File: src/rtl/exc_entry_pkg.sv
package exc_entry_pkg;
  localparam int XLEN      = 32;
  localparam int CODE_W    = 12;
  localparam int SR_MD_BIT = 30;
  localparam int SR_RB_BIT = 29;
  localparam int SR_BL_BIT = 28;
  localparam int SR_FD_BIT = 15;
  localparam int SR_IM_LSB = 4;
  localparam int SR_IM_W   = 4;

  typedef enum logic [1:0] {
    TGT_RESET = 2'd0,
    TGT_TLB   = 2'd1,
    TGT_GEN   = 2'd2,
    TGT_IRQ   = 2'd3
  } tgt_e;
endpackage

File: src/rtl/exc_arbiter.sv
module exc_arbiter #(
  parameter int          CODE_W    = 12,
  parameter logic [11:0] SAFE_CODE = 12'h1E0
) (
  input  logic              exc_valid_i,
  input  logic [CODE_W-1:0] exc_code_i,
  input  logic              irq_req_i,
  input  logic              irq_vec_valid_i,
  input  logic              bl_i,
  input  logic              sleep_i,
  input  logic              dslot_i,
  output logic              take_exc_o,
  output logic              take_irq_o,
  output logic              rst_req_o
);
  logic irq_open;

  always_comb begin
    rst_req_o  = exc_valid_i && bl_i && (exc_code_i != CODE_W'(SAFE_CODE));
    take_exc_o = exc_valid_i && !rst_req_o;
    // blocked irq stays pending in controller
    irq_open   = !dslot_i && (!bl_i || sleep_i);
    take_irq_o = !exc_valid_i && irq_req_i && irq_vec_valid_i && irq_open;
  end
endmodule

File: src/rtl/exc_target.sv
module exc_target
  import exc_entry_pkg::*;
#(
  parameter int                     XLEN        = 32,
  parameter int                     CODE_W      = 12,
  parameter int                     N_RST_CODES = 3,
  parameter logic [N_RST_CODES*12-1:0] RST_CODES = {12'h000, 12'h020, 12'h140},
  parameter logic [11:0]            TLB_CODE_A  = 12'h040,
  parameter logic [11:0]            TLB_CODE_B  = 12'h060,
  parameter logic [11:0]            TRAP_CODE   = 12'h160,
  parameter logic [31:0]            RESET_PC    = 32'hA000_0000,
  parameter logic [15:0]            OFF_GEN     = 16'h0100,
  parameter logic [15:0]            OFF_TLB     = 16'h0400,
  parameter logic [15:0]            OFF_IRQ     = 16'h0600,
  parameter int                     INSN_BYTES  = 2
) (
  input  logic              take_irq_i,
  input  logic [CODE_W-1:0] exc_code_i,
  input  logic [XLEN-1:0]   sr_i,
  input  logic [XLEN-1:0]   pc_i,
  input  logic [XLEN-1:0]   vbr_i,
  input  logic              dslot_i,
  output logic [XLEN-1:0]   new_pc_o,
  output logic [XLEN-1:0]   new_sr_o,
  output logic [XLEN-1:0]   saved_pc_o
);
  localparam logic [XLEN-1:0] STEP = XLEN'(INSN_BYTES);

  logic [N_RST_CODES-1:0] rst_hit;
  logic is_rst, is_tlb, is_trap;
  tgt_e tgt;

  for (genvar g = 0; g < N_RST_CODES; g++) begin : g_rst_match
    assign rst_hit[g] = (exc_code_i == CODE_W'(RST_CODES[g*12 +: 12]));
  end

  assign is_rst  = |rst_hit;
  assign is_tlb  = (exc_code_i == CODE_W'(TLB_CODE_A)) || (exc_code_i == CODE_W'(TLB_CODE_B));
  assign is_trap = (exc_code_i == CODE_W'(TRAP_CODE));

  always_comb begin
    if (take_irq_i)  tgt = TGT_IRQ;
    else if (is_rst) tgt = TGT_RESET;
    else if (is_tlb) tgt = TGT_TLB;
    else             tgt = TGT_GEN;
  end

  always_comb begin
    new_sr_o = sr_i;
    new_sr_o[SR_BL_BIT] = 1'b1;
    new_sr_o[SR_MD_BIT] = 1'b1;
    new_sr_o[SR_RB_BIT] = 1'b1;
    case (tgt)
      TGT_RESET: begin
        new_sr_o[SR_FD_BIT] = 1'b0;
        new_sr_o[SR_IM_LSB +: SR_IM_W] = '1;
        new_pc_o = XLEN'(RESET_PC);
      end
      TGT_TLB: new_pc_o = vbr_i + XLEN'(OFF_TLB);
      TGT_IRQ: new_pc_o = vbr_i + XLEN'(OFF_IRQ);
      default: new_pc_o = vbr_i + XLEN'(OFF_GEN);
    endcase
  end

  always_comb begin
    saved_pc_o = pc_i;
    if (dslot_i) saved_pc_o = saved_pc_o - STEP;            // re-run branch
    if (!take_irq_i && is_trap) saved_pc_o = saved_pc_o + STEP;
  end
endmodule

File: src/rtl/exc_regs.sv
module exc_regs
  import exc_entry_pkg::*;
#(
  parameter int          XLEN      = 32,
  parameter int          CODE_W    = 12,
  parameter logic [15:0] OFF_IRQ   = 16'h0600,
  parameter logic [11:0] SAFE_CODE = 12'h1E0
) (
  input  logic              clk_i,
  input  logic              rst_ni,
  input  logic              take_exc_i,
  input  logic              take_irq_i,
  input  logic              rst_req_i,
  input  logic              exc_valid_i,
  input  logic [CODE_W-1:0] exc_code_i,
  input  logic [CODE_W-1:0] irq_vec_i,
  input  logic [XLEN-1:0]   sr_i,
  input  logic [XLEN-1:0]   r15_i,
  input  logic [XLEN-1:0]   vbr_i,
  input  logic              dslot_i,
  input  logic [XLEN-1:0]   new_pc_i,
  input  logic [XLEN-1:0]   new_sr_i,
  input  logic [XLEN-1:0]   saved_pc_i,
  output logic              taken_o,
  output logic              evt_irq_o,
  output logic              reset_req_o,
  output logic              dslot_clr_o,
  output logic [XLEN-1:0]   ssr_o,
  output logic [XLEN-1:0]   spc_o,
  output logic [XLEN-1:0]   sgr_o,
  output logic [XLEN-1:0]   sr_o,
  output logic [CODE_W-1:0] expevt_o,
  output logic [CODE_W-1:0] intevt_o,
  output logic [XLEN-1:0]   new_pc_o
);
  logic take;
  assign take = take_exc_i || take_irq_i;

  always_ff @(posedge clk_i or negedge rst_ni) begin
    if (!rst_ni) begin
      taken_o     <= 1'b0;
      evt_irq_o   <= 1'b0;
      reset_req_o <= 1'b0;
      dslot_clr_o <= 1'b0;
      ssr_o       <= '0;
      spc_o       <= '0;
      sgr_o       <= '0;
      sr_o        <= '0;
      expevt_o    <= '0;
      intevt_o    <= '0;
      new_pc_o    <= '0;
    end else begin
      taken_o     <= take;
      reset_req_o <= rst_req_i;
      dslot_clr_o <= take && dslot_i;
      if (take) begin
        evt_irq_o <= take_irq_i;
        ssr_o     <= sr_i;
        spc_o     <= saved_pc_i;
        sgr_o     <= r15_i;
        sr_o      <= new_sr_i;
        new_pc_o  <= new_pc_i;
      end
      if (take_exc_i) expevt_o <= exc_code_i;
      if (take_irq_i) intevt_o <= irq_vec_i;
    end
  end

  assert_exc_priority_R1: assert property (@(posedge clk_i) disable iff (!rst_ni)
    (taken_o && $past(exc_valid_i)) |-> !evt_irq_o);
  assert_reset_excl_R2: assert property (@(posedge clk_i) disable iff (!rst_ni)
    reset_req_o |-> (!taken_o && $past(sr_i[SR_BL_BIT]) && $past(exc_code_i) != CODE_W'(SAFE_CODE)));
  assert_irq_no_dslot_R6: assert property (@(posedge clk_i) disable iff (!rst_ni)
    (taken_o && evt_irq_o) |-> !$past(dslot_i));
  assert_save_copy_R7: assert property (@(posedge clk_i) disable iff (!rst_ni)
    taken_o |-> (ssr_o == $past(sr_i) && sgr_o == $past(r15_i)));
  assert_sr_flags_R7: assert property (@(posedge clk_i) disable iff (!rst_ni)
    taken_o |-> (sr_o[SR_BL_BIT] && sr_o[SR_MD_BIT] && sr_o[SR_RB_BIT]));
  assert_irq_vector_R12: assert property (@(posedge clk_i) disable iff (!rst_ni)
    (taken_o && evt_irq_o) |-> (new_pc_o == $past(vbr_i) + XLEN'(OFF_IRQ)));
  assert_pulse_R13: assert property (@(posedge clk_i) disable iff (!rst_ni)
    dslot_clr_o |-> taken_o);
endmodule

File: src/rtl/exc_entry_seq.sv
module exc_entry_seq
  import exc_entry_pkg::*;
#(
  parameter int          XLEN      = exc_entry_pkg::XLEN,
  parameter int          CODE_W    = exc_entry_pkg::CODE_W,
  parameter logic [11:0] SAFE_CODE = 12'h1E0,
  parameter logic [15:0] OFF_GEN   = 16'h0100,
  parameter logic [15:0] OFF_TLB   = 16'h0400,
  parameter logic [15:0] OFF_IRQ   = 16'h0600
) (
  input  logic              clk_i,
  input  logic              rst_ni,
  input  logic              exc_valid_i,
  input  logic [CODE_W-1:0] exc_code_i,
  input  logic              irq_req_i,
  input  logic              irq_vec_valid_i,
  input  logic [CODE_W-1:0] irq_vec_i,
  input  logic [XLEN-1:0]   sr_i,
  input  logic [XLEN-1:0]   pc_i,
  input  logic [XLEN-1:0]   r15_i,
  input  logic [XLEN-1:0]   vbr_i,
  input  logic              dslot_i,
  input  logic              sleep_i,
  output logic [SR_IM_W-1:0] imask_o,
  output logic              taken_o,
  output logic              evt_irq_o,
  output logic              reset_req_o,
  output logic              dslot_clr_o,
  output logic [XLEN-1:0]   ssr_o,
  output logic [XLEN-1:0]   spc_o,
  output logic [XLEN-1:0]   sgr_o,
  output logic [XLEN-1:0]   sr_o,
  output logic [CODE_W-1:0] expevt_o,
  output logic [CODE_W-1:0] intevt_o,
  output logic [XLEN-1:0]   new_pc_o
);
  logic take_exc, take_irq, rst_req;
  logic [XLEN-1:0] tgt_pc, tgt_sr, tgt_spc;

  assign imask_o = sr_i[SR_IM_LSB +: SR_IM_W];

  exc_arbiter #(.CODE_W(CODE_W), .SAFE_CODE(SAFE_CODE)) u_arb (
    .exc_valid_i    (exc_valid_i),
    .exc_code_i     (exc_code_i),
    .irq_req_i      (irq_req_i),
    .irq_vec_valid_i(irq_vec_valid_i),
    .bl_i           (sr_i[SR_BL_BIT]),
    .sleep_i        (sleep_i),
    .dslot_i        (dslot_i),
    .take_exc_o     (take_exc),
    .take_irq_o     (take_irq),
    .rst_req_o      (rst_req)
  );

  exc_target #(
    .XLEN(XLEN), .CODE_W(CODE_W),
    .OFF_GEN(OFF_GEN), .OFF_TLB(OFF_TLB), .OFF_IRQ(OFF_IRQ)
  ) u_tgt (
    .take_irq_i(take_irq),
    .exc_code_i(exc_code_i),
    .sr_i      (sr_i),
    .pc_i      (pc_i),
    .vbr_i     (vbr_i),
    .dslot_i   (dslot_i),
    .new_pc_o  (tgt_pc),
    .new_sr_o  (tgt_sr),
    .saved_pc_o(tgt_spc)
  );

  exc_regs #(
    .XLEN(XLEN), .CODE_W(CODE_W), .OFF_IRQ(OFF_IRQ), .SAFE_CODE(SAFE_CODE)
  ) u_regs (
    .clk_i      (clk_i),
    .rst_ni     (rst_ni),
    .take_exc_i (take_exc),
    .take_irq_i (take_irq),
    .rst_req_i  (rst_req),
    .exc_valid_i(exc_valid_i),
    .exc_code_i (exc_code_i),
    .irq_vec_i  (irq_vec_i),
    .sr_i       (sr_i),
    .r15_i      (r15_i),
    .vbr_i      (vbr_i),
    .dslot_i    (dslot_i),
    .new_pc_i   (tgt_pc),
    .new_sr_i   (tgt_sr),
    .saved_pc_i (tgt_spc),
    .taken_o    (taken_o),
    .evt_irq_o  (evt_irq_o),
    .reset_req_o(reset_req_o),
    .dslot_clr_o(dslot_clr_o),
    .ssr_o      (ssr_o),
    .spc_o      (spc_o),
    .sgr_o      (sgr_o),
    .sr_o       (sr_o),
    .expevt_o   (expevt_o),
    .intevt_o   (intevt_o),
    .new_pc_o   (new_pc_o)
  );
endmodule

File: config.mk
export PLATFORM = sky130hd
export DESIGN_NAME = exc_entry_seq
export DESIGN_NICKNAME = d
export VERILOG_FILES = /design/src/rtl/exc_entry_pkg.sv /design/src/rtl/exc_arbiter.sv /design/src/rtl/exc_target.sv /design/src/rtl/exc_regs.sv /design/src/rtl/exc_entry_seq.sv
export SDC_FILE = /design/constraint.sdc
export NUM_CORES = 1
export LEC_CHECK = 0
export CAP_MARGIN = 10
export CORE_ASPECT_RATIO = 0.6
export CORE_MARGIN = 2
export CORE_UTILIZATION = 41
export DETAILED_ROUTE_END_ITERATION = 10
export MAX_ROUTING_LAYER = met4
export PLACE_DENSITY = 0.78
export SLEW_MARGIN = 30
export SYNTH_ARGS = -nofsm -noshare
export SYNTH_HDL_FRONTEND = slang
export SYNTH_SLANG_ARGS = --single-unit
File: constraint.sdc
create_clock -name clk_i -period 0.8 [get_ports clk_i]
set_input_delay 0.08 -clock clk_i [delete_from_list [all_inputs] [get_ports clk_i]]
set_output_delay 0.08 -clock clk_i [all_outputs]
set_load 0.005 [all_outputs]
==> Yosys cells after proc, flatten, opt, wreduce, memory -nomap -nowiden <==
Index checks and enable logic that the tools add are counted.
{ "op_classes": {"n_addsub": 5, "n_eq_ne": 8, "mux": 8, "reduce_logical": 20} }
{ "op_table": {"columns": ["operator", "count"], "rows": [
  ["$pmux 32 s3", 1],
  ["$add 32x11->32 const B", 2],
  ["$mux 32", 2],
  ["$add 32x2->32 const B", 1],
  ["$add 32x9->32 const B", 1],
  ["$sub 32x2->32 const B", 1],
  ["$eq 12x7->1 const B", 2],
  ["$eq 12x9->1 const B", 2],
  ["$eq 12x6->1 const B", 1],
  ["$logic_not 12->1", 1],
  ["$ne 12x9->1 const B", 1],
  ["$logic_and 1x1->1", 9],
  ["$mux 2", 3],
  ["$logic_not 1->1", 5],
  ["$mux 4", 1],
  ["$logic_or 1x1->1", 3],
  ["$reduce_or 3->1", 1],
  ["$eq 2x1->1 const B", 1],
  ["$eq 2x2->1 const B", 1],
  ["$logic_not 2->1", 1],
  ["$mux 1", 1]
]} }
{ "word_totals": {"ff_bits": 188, "in_bits": 159, "out_inout_bits": 192, "wordCells": 52} }

==> Depth between registers and ports, before layout <==
Gate-level depths: netlist of run 1.
{ "logic_depth": {"word_depth": 7, "depth_mapped": 12, "mapped_depth_nobuf": 10} }

==> By module <==
From an unflattened synthesis of run 1, not the netlist that was laid out.
{ "hier_totals": {"cells_unflattened": 963, "hier_area_um2": 10795.4} }
{ "modules_own_cells": {"columns": ["mod", "n_inst", "cells_per_inst", "area_per_inst_um2", "seq_area_each_um2"], "rows": [
  ["exc_regs", 1, 396, 7254.5, 4704.5],
  ["exc_target", 1, 553, 3422.0, 0.0],
  ["exc_arbiter", 1, 10, 88.8, 0.0],
  ["exc_entry_seq", 1, 4, 30.0, 0.0]
]} }

==> Worst setup path before layout of run 1 <==
OpenSTA, ideal clock, no wires.
{ "synth_path": {"path_kind": "input-to-reg", "from": "input pc_i[12]", "to": "register u_regs.spc_o[31]", "setup_time_ns": 0.095, "arrival_ns": 2.772, "t_required_ns": 0.705, "setup_slack_ns": -2.068, "cell_stages": 9, "path_buffers": 1, "cell_sequence": "buf_6 > or4_4 > or4_4 > or3_4 > or4_4 > a21oi_2 > nand2_1 > o31a_1 > o31ai_1"} }
{ "synth_via": {"elab_chain_cells": 4} }
{ "synth_lines": {"columns": ["item", "line_no", "rtl"], "rows": [
  ["start: declaration", "exc_entry_seq.sv:19", "input logic [XLEN-1:0] pc_i,"],
  ["$sub 32x2->32", "exc_target.sv:67", "if (dslot_i) saved_pc_o = saved_pc_o - STEP;"],
  ["$mux 32 *", "exc_target.sv:67", null],
  ["$add 32x2->32", "exc_target.sv:68", "if (!take_irq_i && is_trap) saved_pc_o = saved_pc_o + STEP;"],
  ["$mux 32 *", "exc_target.sv:68", null],
  ["end signal: assignment", "exc_regs.sv:59", "spc_o <= saved_pc_i;"],
  ["end: declaration", "exc_regs.sv:29", "output logic [XLEN-1:0] spc_o,"]
]} }
Every way passes the cells marked *; elsewhere a longest branch is shown, timed or not.
A chain may end at the register's enable or synchronous reset.

==> Worst setup path in the final report of run 1 <==
{ "layout_path": {"from": "input pc_i[13]", "to": "register u_regs.spc_o[22]"} }
Same word-level chain as after synthesis.

==> results of run 1 <==
## layer usage
| metal | GRT usage [%] | vias to the layer above |
|---|---|---|
| met5 | - | - |
| met4 | 10.2 | 0 |
| met3 | 8.23 | 230 |
| met2 | 57.6 | 881 |
| met1 | 44.3 | 6057 |
| li1 | - | 5341 |
## state kept, by name, indices dropped and copies added, names as in the netlist, 8 cells and up
| signal | flops |
|---|---|
| u_regs.expevt_o | 12 |
| u_regs.spc_o | 32 |
| u_regs.intevt_o | 12 |
| u_regs.new_pc_o | 32 |
| u_regs.sgr_o | 32 |
| u_regs.sr_o | 30 |
| u_regs.ssr_o | 8 |
## timing repair
action / 4_1_cts / 5_1_grt
setup endpoints to repair: 354 / 354
hold buffers: 3 / 2
setup buffers: 58 / 135
pin swaps: 130 / 129
endpoints found under the hold margin: 164 / 2
resized for setup: 376 / 657
cloned: 12 / 9
## worst max-delay path, stage by stage
cell and delay (ns):
buf_6 0.09, or4_4 0.52, buf_4 0.15, buf_6 0.12, buf_4 0.12, buf_4 0.13, nor4_4 0.40, o22ai_4 0.19
nor4_4 0.31, a22oi_1 0.15, or3_1 0.33, a31oi_1 0.22
## worst max-delay path by stage
stage	start	to	cells after the start
after floorplan	pc_i[12]	u_regs.spc_o[31]	9
final	pc_i[13]	u_regs.spc_o[22]	12
after global placement	pc_i[14]	u_regs.spc_o[31]	9
after detailed placement	pc_i[14]	u_regs.spc_o[31]	9
after CTS	pc_i[13]	u_regs.spc_o[31]	9
after global routing	pc_i[13]	u_regs.spc_o[22]	12
## cell type report
class / count / area (µm²)
Timing Repair Buffer: 810 / 6950
Multi-Input combinational cell: 853 / 6290
Sequential cell: 162 / 4060
Fill cell: 1166 / 3670
Clock buffer: 17 / 425
Tap cell: 286 / 358
Clock inverter: 15 / 163
Inverter: 12 / 78.8
Timing Repair inverter: 1 / 20.0
## layout by cell type (no fill, tap or decap), types with 11 or more instances in the layout
cell | Yosys | layout
buf_4 | 30 | 337
nand2_1 | 310 | 216
clkbuf_2 | 0 | 176
dfrtp_1 | 162 | 161
clkdlybuf4s50_1 | 0 | 112
buf_6 | 1 | 91
nor2_1 | 88 | 66
nand2_2 | 0 | 59
nand2_4 | 0 | 34
o21ai_1 | 13 | 32
a21oi_1 | 47 | 27
buf_12 | 0 | 24
clkbuf_16 | 0 | 23
xor2_1 | 27 | 22
xnor2_1 | 31 | 22
nor3_1 | 29 | 20
nand4_1 | 17 | 17
nand3_1 | 25 | 17
a21oi_2 | 1 | 15
o21ai_0 | 46 | 15
buf_2 | 2 | 15
buf_8 | 0 | 14
nor2_4 | 0 | 12
dlymetal6s2s_1 | 0 | 12
nor4_4 | 0 | 11
nor2_2 | 0 | 11
o21ai_2 | 0 | 11
o211ai_1 | 11 | 11
## stage by stage
step	hold WS, ns	setup slack (ns)	TNS (ns)	utilization (%)	std cells
after global routing	0.00183	-1.76	-201.40	83.3	2156
after CTS	0.000448	-1.58	-235.21	78.1	2037
final	0.00357	-1.66	-188.30	83.3	2156
after detailed placement	-0.0513	-2.41	-278.70	68.5	1935
after floorplan	-0.216	-2.03	-115.93	-	1119
after global placement	-0.0512	-2.38	-272.37	68.5	1935
## kinds of logic after synthesis
logic type / Yosys count / synth area share, %
flip-flops: 162 / 44.0
multiplexers: 15 / 1.78
adder cells (fa/ha/maj): 7 / 0.951
buffers and inverters: 108 / 5.73
XOR/XNOR: 59 / 5.69
AO/OA/AOI/OAI: 208 / 14.4
AND/OR/NAND/NOR: 560 / 27.4
## report_power, final
part | total (µW) | switching, µW | internal (µW)
registers | 10300 | 884 | 9380
logic | 8960 | 4210 | 4750
clock network | 8540 | 4100 | 4430
total | 27800 | 9200 | 18600
==> out/qor.yml, run 1 <==
outcome: "finished, violations left"
period_share_pct: 308
synth_top_area_share_pct: 44.0
start_kind: "input pin"
drc: 0
holdPathStages: 3
fp.dieH_um: 120
drv_slew: 0
tritoncts: "built"
reg2reg_slack_ns: -0.24
synth_most_common_cell: "nand2_1"
dpl-instance-area_um2: 15100
cts_sinks: 162
grt_max_degree: 43
met2WireLength_mm: 22.9
highest_layer: "met4"
drive_gt1_share_pct: 53.0
crit_arrival_ns: 2.82
clock.fmax_mhz: 406
fin_area_um2: 18300
ys.flop_type: "dfrtp_1"
netlist_area_um2: 9210
grt_pass1_wl_mm: 63.3
worstMarginPinSlew_ns: 0.517
antennaDiodeCount: 0
routed-wl-met3_mm: 4.96
first_pass_iters: 8
antenna_found_initial: 0
worstSetupEndpointType: "register"
dieArea_um2: 23700
clk_latency_ns: 0.46
core_um2: 22000
crit_fanout: 5
synthTopCellsByArea: "dfrtp_1, nand2_1, nor2_1, xnor2_1, xor2_1"
leakage_uw: 0.00882
via_count: 12500
syn_nets: 1285
synth-async-reset-ratio_pct: 100
maxCapViolations: 0
m1WireLength_mm: 18.9
min_path_type: "input pin to register"
cts_buffers: 17
critical_path_class: "input pin to register"
worst_slack_ns: -1.66
syn2layout_area_growth_pct: 99.2
drtIter0Drc: 1476
via_per_inst: 5.80
cp.required_ns: 1.16
ys.warnings.count: 0
clockBufferDepth: 2
nNetsFinal: 2023
violations: "setup timing"
die_w_um: 197
synthCells: 1119
num_io_pins: 351
grt_use_total_pct: 35.4
finalSetupViolations: 350
synth_cell_types: 68
synth-edff-count: 0
cts_root_buf: "clkbuf_16"
worstHoldStart: "exc_code_i[10]"
min_to: "u_regs.expevt_o[10]"
finalWirelength_mm: 48.8
clock_skew_ns: 0
place.gp.congestion: 1.00
wl_per_cell_um: 22.7
power_uw: 27800
period_minus_slack_ns: 2.46
ir_drop_mv: 1.59
avgSynthCellArea_um2: 8.23
grt_pass1_vias: 11400
ys_seq_elements: 162
rows: 42
ant_nets: 0
clk_pin_slew_ns: 0.07
reg2reg_from: "u_regs.sr_o[15]"
portBuffers: 350
hpwl_mm: 27.3
power_density_nw_per_um2: 1510
rsz0062_at_grt: "yes"
yosysTopAreaCell: "dfrtp_1"
overflow: 0
reg2regPathDepth: 3
yosysSeqAreaShare_pct: 44.0
hold_viol: 0
initial_core_util_pct: 41.8
r2r-end: "u_regs.sr_o[15]"
synth_common_cells: "nand2_1, dfrtp_1, nor2_1, clkbuf_1, a21oi_1"
h-tree-depth: 4
slew-limit-headroom_pct: 65.2
No activity file was read; power rests on OpenSTA's default activity.
==> run 2: changes to the inputs <==
--- a/config.mk
+++ b/config.mk
@@ -10,6 +10,7 @@
 export CORE_MARGIN = 2
 export CORE_UTILIZATION = 41
 export DETAILED_ROUTE_END_ITERATION = 10
+export GPL_TIMING_DRIVEN = 0
 export MAX_ROUTING_LAYER = met4
 export PLACE_DENSITY = 0.78
 export SLEW_MARGIN = 30
==> run 2 against run 1 <==
- highest routed layer unchanged
- wire length is 1.0% lower
- the flow finishes with violations (hold timing, setup timing)
- critical endpoint unchanged
- worst hold slack got worse by 0.43 ns
- largest power group unchanged
- non-clock buffer count down 88
- critical path depth shrank 1
==> out/qor.yml, run 2 (same netlist as run 1, synthesis figures left out) <==
drv_slew: 0  # unchanged
worstSetupEndpointType: "register"
overflow: 0  # unchanged
num_io_pins: 351  # unchanged
cp.required_ns: 1.15  # about the same
worstMarginPinSlew_ns: 0.659  # +0.143 ns
portBuffers: 340  # -2.9%
place.gp.congestion: 0.971  # -3.4%
ir_drop_mv: 1.62  # +1.5%
cpPeakStageDelay_ns: 0.36  # -0.16 ns
final_cell_mix: "nand2_1, buf_6, buf_4"
cts_sinks: 162  # unchanged
finalWirelength_mm: 48.3  # -1.0%
layout_commonest_cell: "nand2_1"
cts_buffers: 17  # unchanged
p_int_uw: 20700  # +11%
rsz0062_at_grt: "yes"
ant_nets: 0  # unchanged
initial_core_util_pct: 41.8  # unchanged
worst_slack_ns: -1.67  # -0.00674 ns
wl_per_cell_um: 23.4  # +3.2%
min_path_type: "input pin to async pin"
grt_max_degree: 86  # +100%
crit_fanout: 10  # +5
clock_skew_ns: 0  # unchanged
fp.dieH_um: 120  # unchanged
period_share_pct: 309  # +0.84 points
syn2layout_area_growth_pct: 99.0
p_seq_share_pct: 34.3  # -2.7 points
drtIter0Drc: 1132  # -23%
gr-usage-met3_pct: 9.22  # +0.98 points
power.switching_uw: 8880  # -3.4%
multi_input_comb_area_um2: 6270  # -0.34%
die_w_um: 197  # unchanged
busiest_layer: "met2"
finalSetupViolations: 350  # unchanged
rows: 42  # unchanged
via_count: 12100  # -3.7%
hpwl_mm: 26.3  # -3.7%
path_common_cell: "nor4_4"
drc: 0  # unchanged
start_kind: "input pin"
critical_path_class: "input pin to register"
h-tree-depth: 4  # unchanged
via_per_inst: 5.83  # +0.44%
pwr-share-comb_pct: 33.2  # +0.9 points
top_regs: "u_regs.new_pc_o: 32 flops, u_regs.sgr_o: 32 flops, u_regs.spc_o: 32 flops"
grt_pass1_vias: 11000  # -3.5%
clock.fmax_mhz: 405  # -0.27%
power_density_nw_per_um2: 1610  # +6.7%
nNetsFinal: 1931  # -4.5%
fin_hold_ws_ns: -0.423  # -0.426 ns
seq_area_um2: 4050  # about the same
grt_util_met1_pct: 46.3  # +2.0 points
period_minus_slack_ns: 2.47  # +0.00674 ns
core_um2: 22000  # unchanged
violations: "hold timing, setup timing"
leakage_uw: 0.00856  # -3.0%
dieArea_um2: 23700  # unchanged
clk_pin_slew_ns: 0.07  # about the same
clk_latency_ns: 0.45  # about the same
antenna_found_initial: 5  # +5
grt_pass1_wl_mm: 62.8  # -0.75%
clockBufferDepth: 2  # unchanged
tritoncts: "built"
place_ws_ns: -3.07  # -0.655 ns
path_buf_inv: 3  # -2
outcome: "finished, violations left"
sw_frac_of_total_pct: 30.0  # -3.1 points
fillCellCount: 1225  # +5.1%
hold_viol: 77  # +77
grt_use_total_pct: 35.6  # +0.20 points
crit_arrival_ns: 2.82  # about the same
drive_gt1_share_pct: 51.0  # -2.1 points
clkPwrFrac_pct: 32.6  # +1.8 points
path_cells: "dlygate4sd2_1 > clkbuf_4 > nor4_4 > nand4_1 > buf_4 > nor4_4 > o22ai_4 > nor4_4 > a22oi_1 > or3_1 > a31oi_1"
critPathTopFamily: "simple AND/OR/NAND/NOR gates"
maxCapViolations: 0  # unchanged
cts_root_buf: "clkbuf_16"
critical_path.slowest_cell: "or3_1"
slew-limit-headroom_pct: 56.0  # -9.2 points
first_pass_iters: 6  # -2
gr-usage-met2_pct: 54.7  # -2.9 points
-- run 2: path summary, 6_finish.rpt --
check,from,end,slack [ns],cells after the start
worst min-delay path,rst_ni,u_regs.sr_o[30],-0.42,1
worst max register to register,u_regs.new_pc_o[2],u_regs.new_pc_o[2],-0.21,3
worst min register to register,u_regs.intevt_o[0],u_regs.intevt_o[0],0.47,2
worst max-delay path,pc_i[8],u_regs.spc_o[22],-1.67,11
max in group asynchronous,rst_ni,u_regs.spc_o[17],0.37,2
min in group clk_i,pc_i[14],u_regs.spc_o[14],0.04,4
-- run 2: metrics by stage --
step | instance area [µm²] | setup TNS, ns | instances | total power (µW) | util (%)
floorplan | 9800 | -115.93 | 1119 | 12700 | -
global placement | 13600 | -1433.43 | 1745 | 17200 | 61.6
detailed placement | 13600 | -304.89 | 1746 | 17400 | 61.8
CTS | 16700 | -164.43 | 1971 | 27600 | 75.8
global route | 18300 | -191.56 | 2068 | 30600 | 83.2
finish | 18300 | -183.15 | 2068 | 29600 | 83.2
-- run 2: cell type report --
type                            instances  area share [%]
Clock buffer                           20            2.38
Timing Repair Buffer                  637            31.0
Clock inverter                         11            1.24
Multi-Input combinational cell        850            34.2
Inverter                               12           0.410
Buffer                                 85            6.58
Antenna cell                            5          0.0683
Sequential cell                       162            22.1
Tap cell                              286            1.95
-- run 2: layer usage --
layer | vias up | wire length [µm]
li1 | 5152 | -
met1 | 5918 | 18900
met2 | 788 | 22200
met3 | 193 | 5040
met4 | 0 | 2170
met5 | - | 0
-- run 2: power groups by stage --
| stage | clock network, µW | registers, µW | logic, µW |
|---|---|---|---|
| 6_report | 9630 | 10100 | 9800 |
| 4_1_cts | 9590 | 10000 | 8020 |
| 3_3_place_gp | 0 | 10200 | 7040 |
| 3_5_place_dp | 0 | 10200 | 7170 |
| 2_1_floorplan | 0 | 10300 | 2390 |
| 5_1_grt | 10000 | 10200 | 10300 |
-- run 2: timing repair --
| action | CTS | global route |
|---|---|---|
| endpoints found under the setup margin | 354 | 349 |
| hold buffers | 13 | 2 |
| gates cloned | 14 | 9 |
| hold endpoints to repair | 94 | 79 |
| setup buffers | 174 | 106 |
| pin swaps | 120 | 116 |
| gates resized for setup | 1251 | 317 |
==> run 3: changes to the inputs <==
--- a/config.mk
+++ b/config.mk
@@ -13,7 +13,7 @@
 export GPL_TIMING_DRIVEN = 0
 export MAX_ROUTING_LAYER = met4
 export PLACE_DENSITY = 0.78
-export SLEW_MARGIN = 30
+export SLEW_MARGIN = 10
 export SYNTH_ARGS = -nofsm -noshare
 export SYNTH_HDL_FRONTEND = slang
 export SYNTH_SLANG_ARGS = --single-unit
==> run 3 against run 2 <==
- the run still ends with hold timing, setup timing left
- count of clock-buffer cells in the layout rose by 1
- critical path depth rose by 4
- maximum frequency rose by 3.9%
- power fell by 5.5%
- combinational power fell by 8.0%
- via count fell by 4.5%
- critical path type unchanged
- largest power group unchanged
- highest routed layer unchanged
==> out/qor.yml, run 3 (same netlist as run 1, synthesis figures left out) <==
outcome: "finished, violations left"
violations: "hold timing, setup timing"
slew-limit-headroom_pct: 54.4  # -1.6 points
via_count: 11500  # -4.5%
layout.cells.non_filler: 2018  # -2.4%
clk_latency_ns: 0.43  # -0.02 ns
num_io_pins: 351  # unchanged
critical_path_class: "input pin to register"
die_w_um: 197  # unchanged
maxCapViolations: 0  # unchanged
fin_util_pct: 80.5  # -2.7 points
cp.required_ns: 1.11  # -0.04 ns
hold_viol: 77  # unchanged
ant_nets: 0  # unchanged
dpl-instance-area_um2: 13600  # unchanged
cts_root_buf: "clkbuf_16"
placed_cells: 1746  # unchanged
period_minus_slack_ns: 2.38  # -0.0916 ns
finalSetupViolations: 349  # -0.29%
worstMarginPinSlew_ns: 0.681  # +0.0218 ns
clock_skew_ns: 0  # unchanged
grt_pass1_wl_mm: 59.6  # -5.2%
crit_fanout: 5  # -5
fin_area_um2: 17700  # -3.2%
grt_max_degree: 86  # unchanged
place.gp.congestion: 0.971  # unchanged
top_regs: "u_regs.new_pc_o: 32 flops, u_regs.sgr_o: 32 flops, u_regs.spc_o: 32 flops"
dieArea_um2: 23700  # unchanged
wl_per_cell_um: 22.6  # -3.3%
overflow: 0  # unchanged
crit_arrival_ns: 2.69  # -0.13 ns
period_share_pct: 297  # -11 points
syn2layout_area_growth_pct: 92.6
start_kind: "input pin"
worstSetupEndpointType: "register"
drtIter0Drc: 1151  # +1.7%
finalWirelength_mm: 45.6  # -5.6%
cts_sinks: 162  # unchanged
worst_slack_ns: -1.58  # +0.0916 ns
h-tree-depth: 4  # unchanged
grt_pass1_vias: 10400  # -5.4%
drc: 0  # unchanged
clockBufferDepth: 2  # unchanged
rsz0062_at_grt: "yes"
tritoncts: "built"
layout_commonest_cell: "buf_4"
first_pass_iters: 7  # +1
clock.fmax_mhz: 420  # +3.9%
fin_hold_ws_ns: -0.373  # +0.0496 ns
rows: 42  # unchanged
portBuffers: 340  # unchanged
cts_buffers: 17  # unchanged
power_density_nw_per_um2: 1580  # -2.3%
hpwl_mm: 26.2  # -0.27%
drv_slew: 0  # unchanged
drive_gt1_share_pct: 51.5  # +0.52 points
via_per_inst: 5.70  # -2.1%
fp.dieH_um: 120  # unchanged
clk_pin_slew_ns: 0.07  # about the same
ir_drop_mv: 1.76  # +8.5%
final_cell_mix: "buf_4, nand2_1, clkbuf_2, dfrtp_1, buf_6"
min_path_type: "input pin to async pin"
core_um2: 22000  # unchanged
grt_use_total_pct: 33.8  # -1.8 points
nNetsFinal: 1884  # -2.4%
initial_core_util_pct: 41.8  # unchanged
antenna_found_initial: 2  # -3
leakage_uw: 0.00832  # -2.8%
[run 3: worst max-delay path: stages]
cell and delay [ns]:
buf_12 0.11, clkinv_8 0.04, ha_4 0.14, nor4bb_4 0.27
buf_6 0.16, buf_6 0.13, buf_4 0.14, nand4_1 0.16
a211oi_2 0.40, o22ai_2 0.18, nor4_4 0.23, buf_4 0.21
nand3_1 0.11, xnor2_1 0.23, a21oi_1 0.10
[run 3: final cells by class]
cell class,count,area [µm²]
repair buffers,588,5140
inverters,12,65.1
diodes,2,5.00
flip-flops and latches,162,4050
clock buffers,21,450
multi-input cells,850,6350
plain buffers,87,1150
well taps,286,358
fillers,1318,4290
clock inverters,10,150
[run 3: timing repair]
action	4_1_cts	5_1_grt
pin swaps	120	161
setup endpoints to repair	354	354
hold buffers	10	6
buffers inserted	91	125
endpoints found under the hold margin	87	87
resized for setup	434	712
cloned	6	17
[run 3: worst paths after layout]
| kind | start | end | slack (ns) | depth (start not counted) |
|---|---|---|---|---|
| max in group asynchronous | rst_ni | u_regs.spc_o[13] | 0.32 | 2 |
| min in group clk_i | pc_i[22] | u_regs.spc_o[22] | 0.03 | 3 |
| setup / recovery | pc_i[2] | u_regs.spc_o[28] | -1.58 | 15 |
| setup reg to reg | u_regs.expevt_o[11] | u_regs.expevt_o[11] | -0.08 | 2 |
| hold / removal | rst_ni | u_regs.new_pc_o[29] | -0.37 | 1 |
| hold reg to reg | u_regs.new_pc_o[21] | u_regs.new_pc_o[21] | 0.47 | 2 |
[run 3: stage by stage]
| stage | TNS, ns | hold WS [ns] | setup WS [ns] | total power [µW] |
|---|---|---|---|---|
| CTS | -220.13 | -0.371 | -1.71 | 26600 |
| finish | -177.05 | -0.373 | -1.58 | 27900 |
| global placement | -1433.43 | 0.454 | -7.08 | 17200 |
| floorplan | -115.93 | -0.216 | -2.03 | 12700 |
| detailed placement | -306.58 | 0.0978 | -3.11 | 17400 |
| global route | -189.60 | -0.342 | -1.65 | 29000 |
[run 3: per-layer routing]
layer	global-route usage, %	share of wire [%]
met2	52.4	47
met3	9.67	9.7
met1	43.6	41
met4	8.69	2.8
met5	-	0
[run 3: power by group]
group / switching, µW / internal, µW / total, µW
Combinational: 4110 / 4900 / 9020
Sequential: 884 / 9380 / 10300
Clock: 3630 / 5030 / 8660
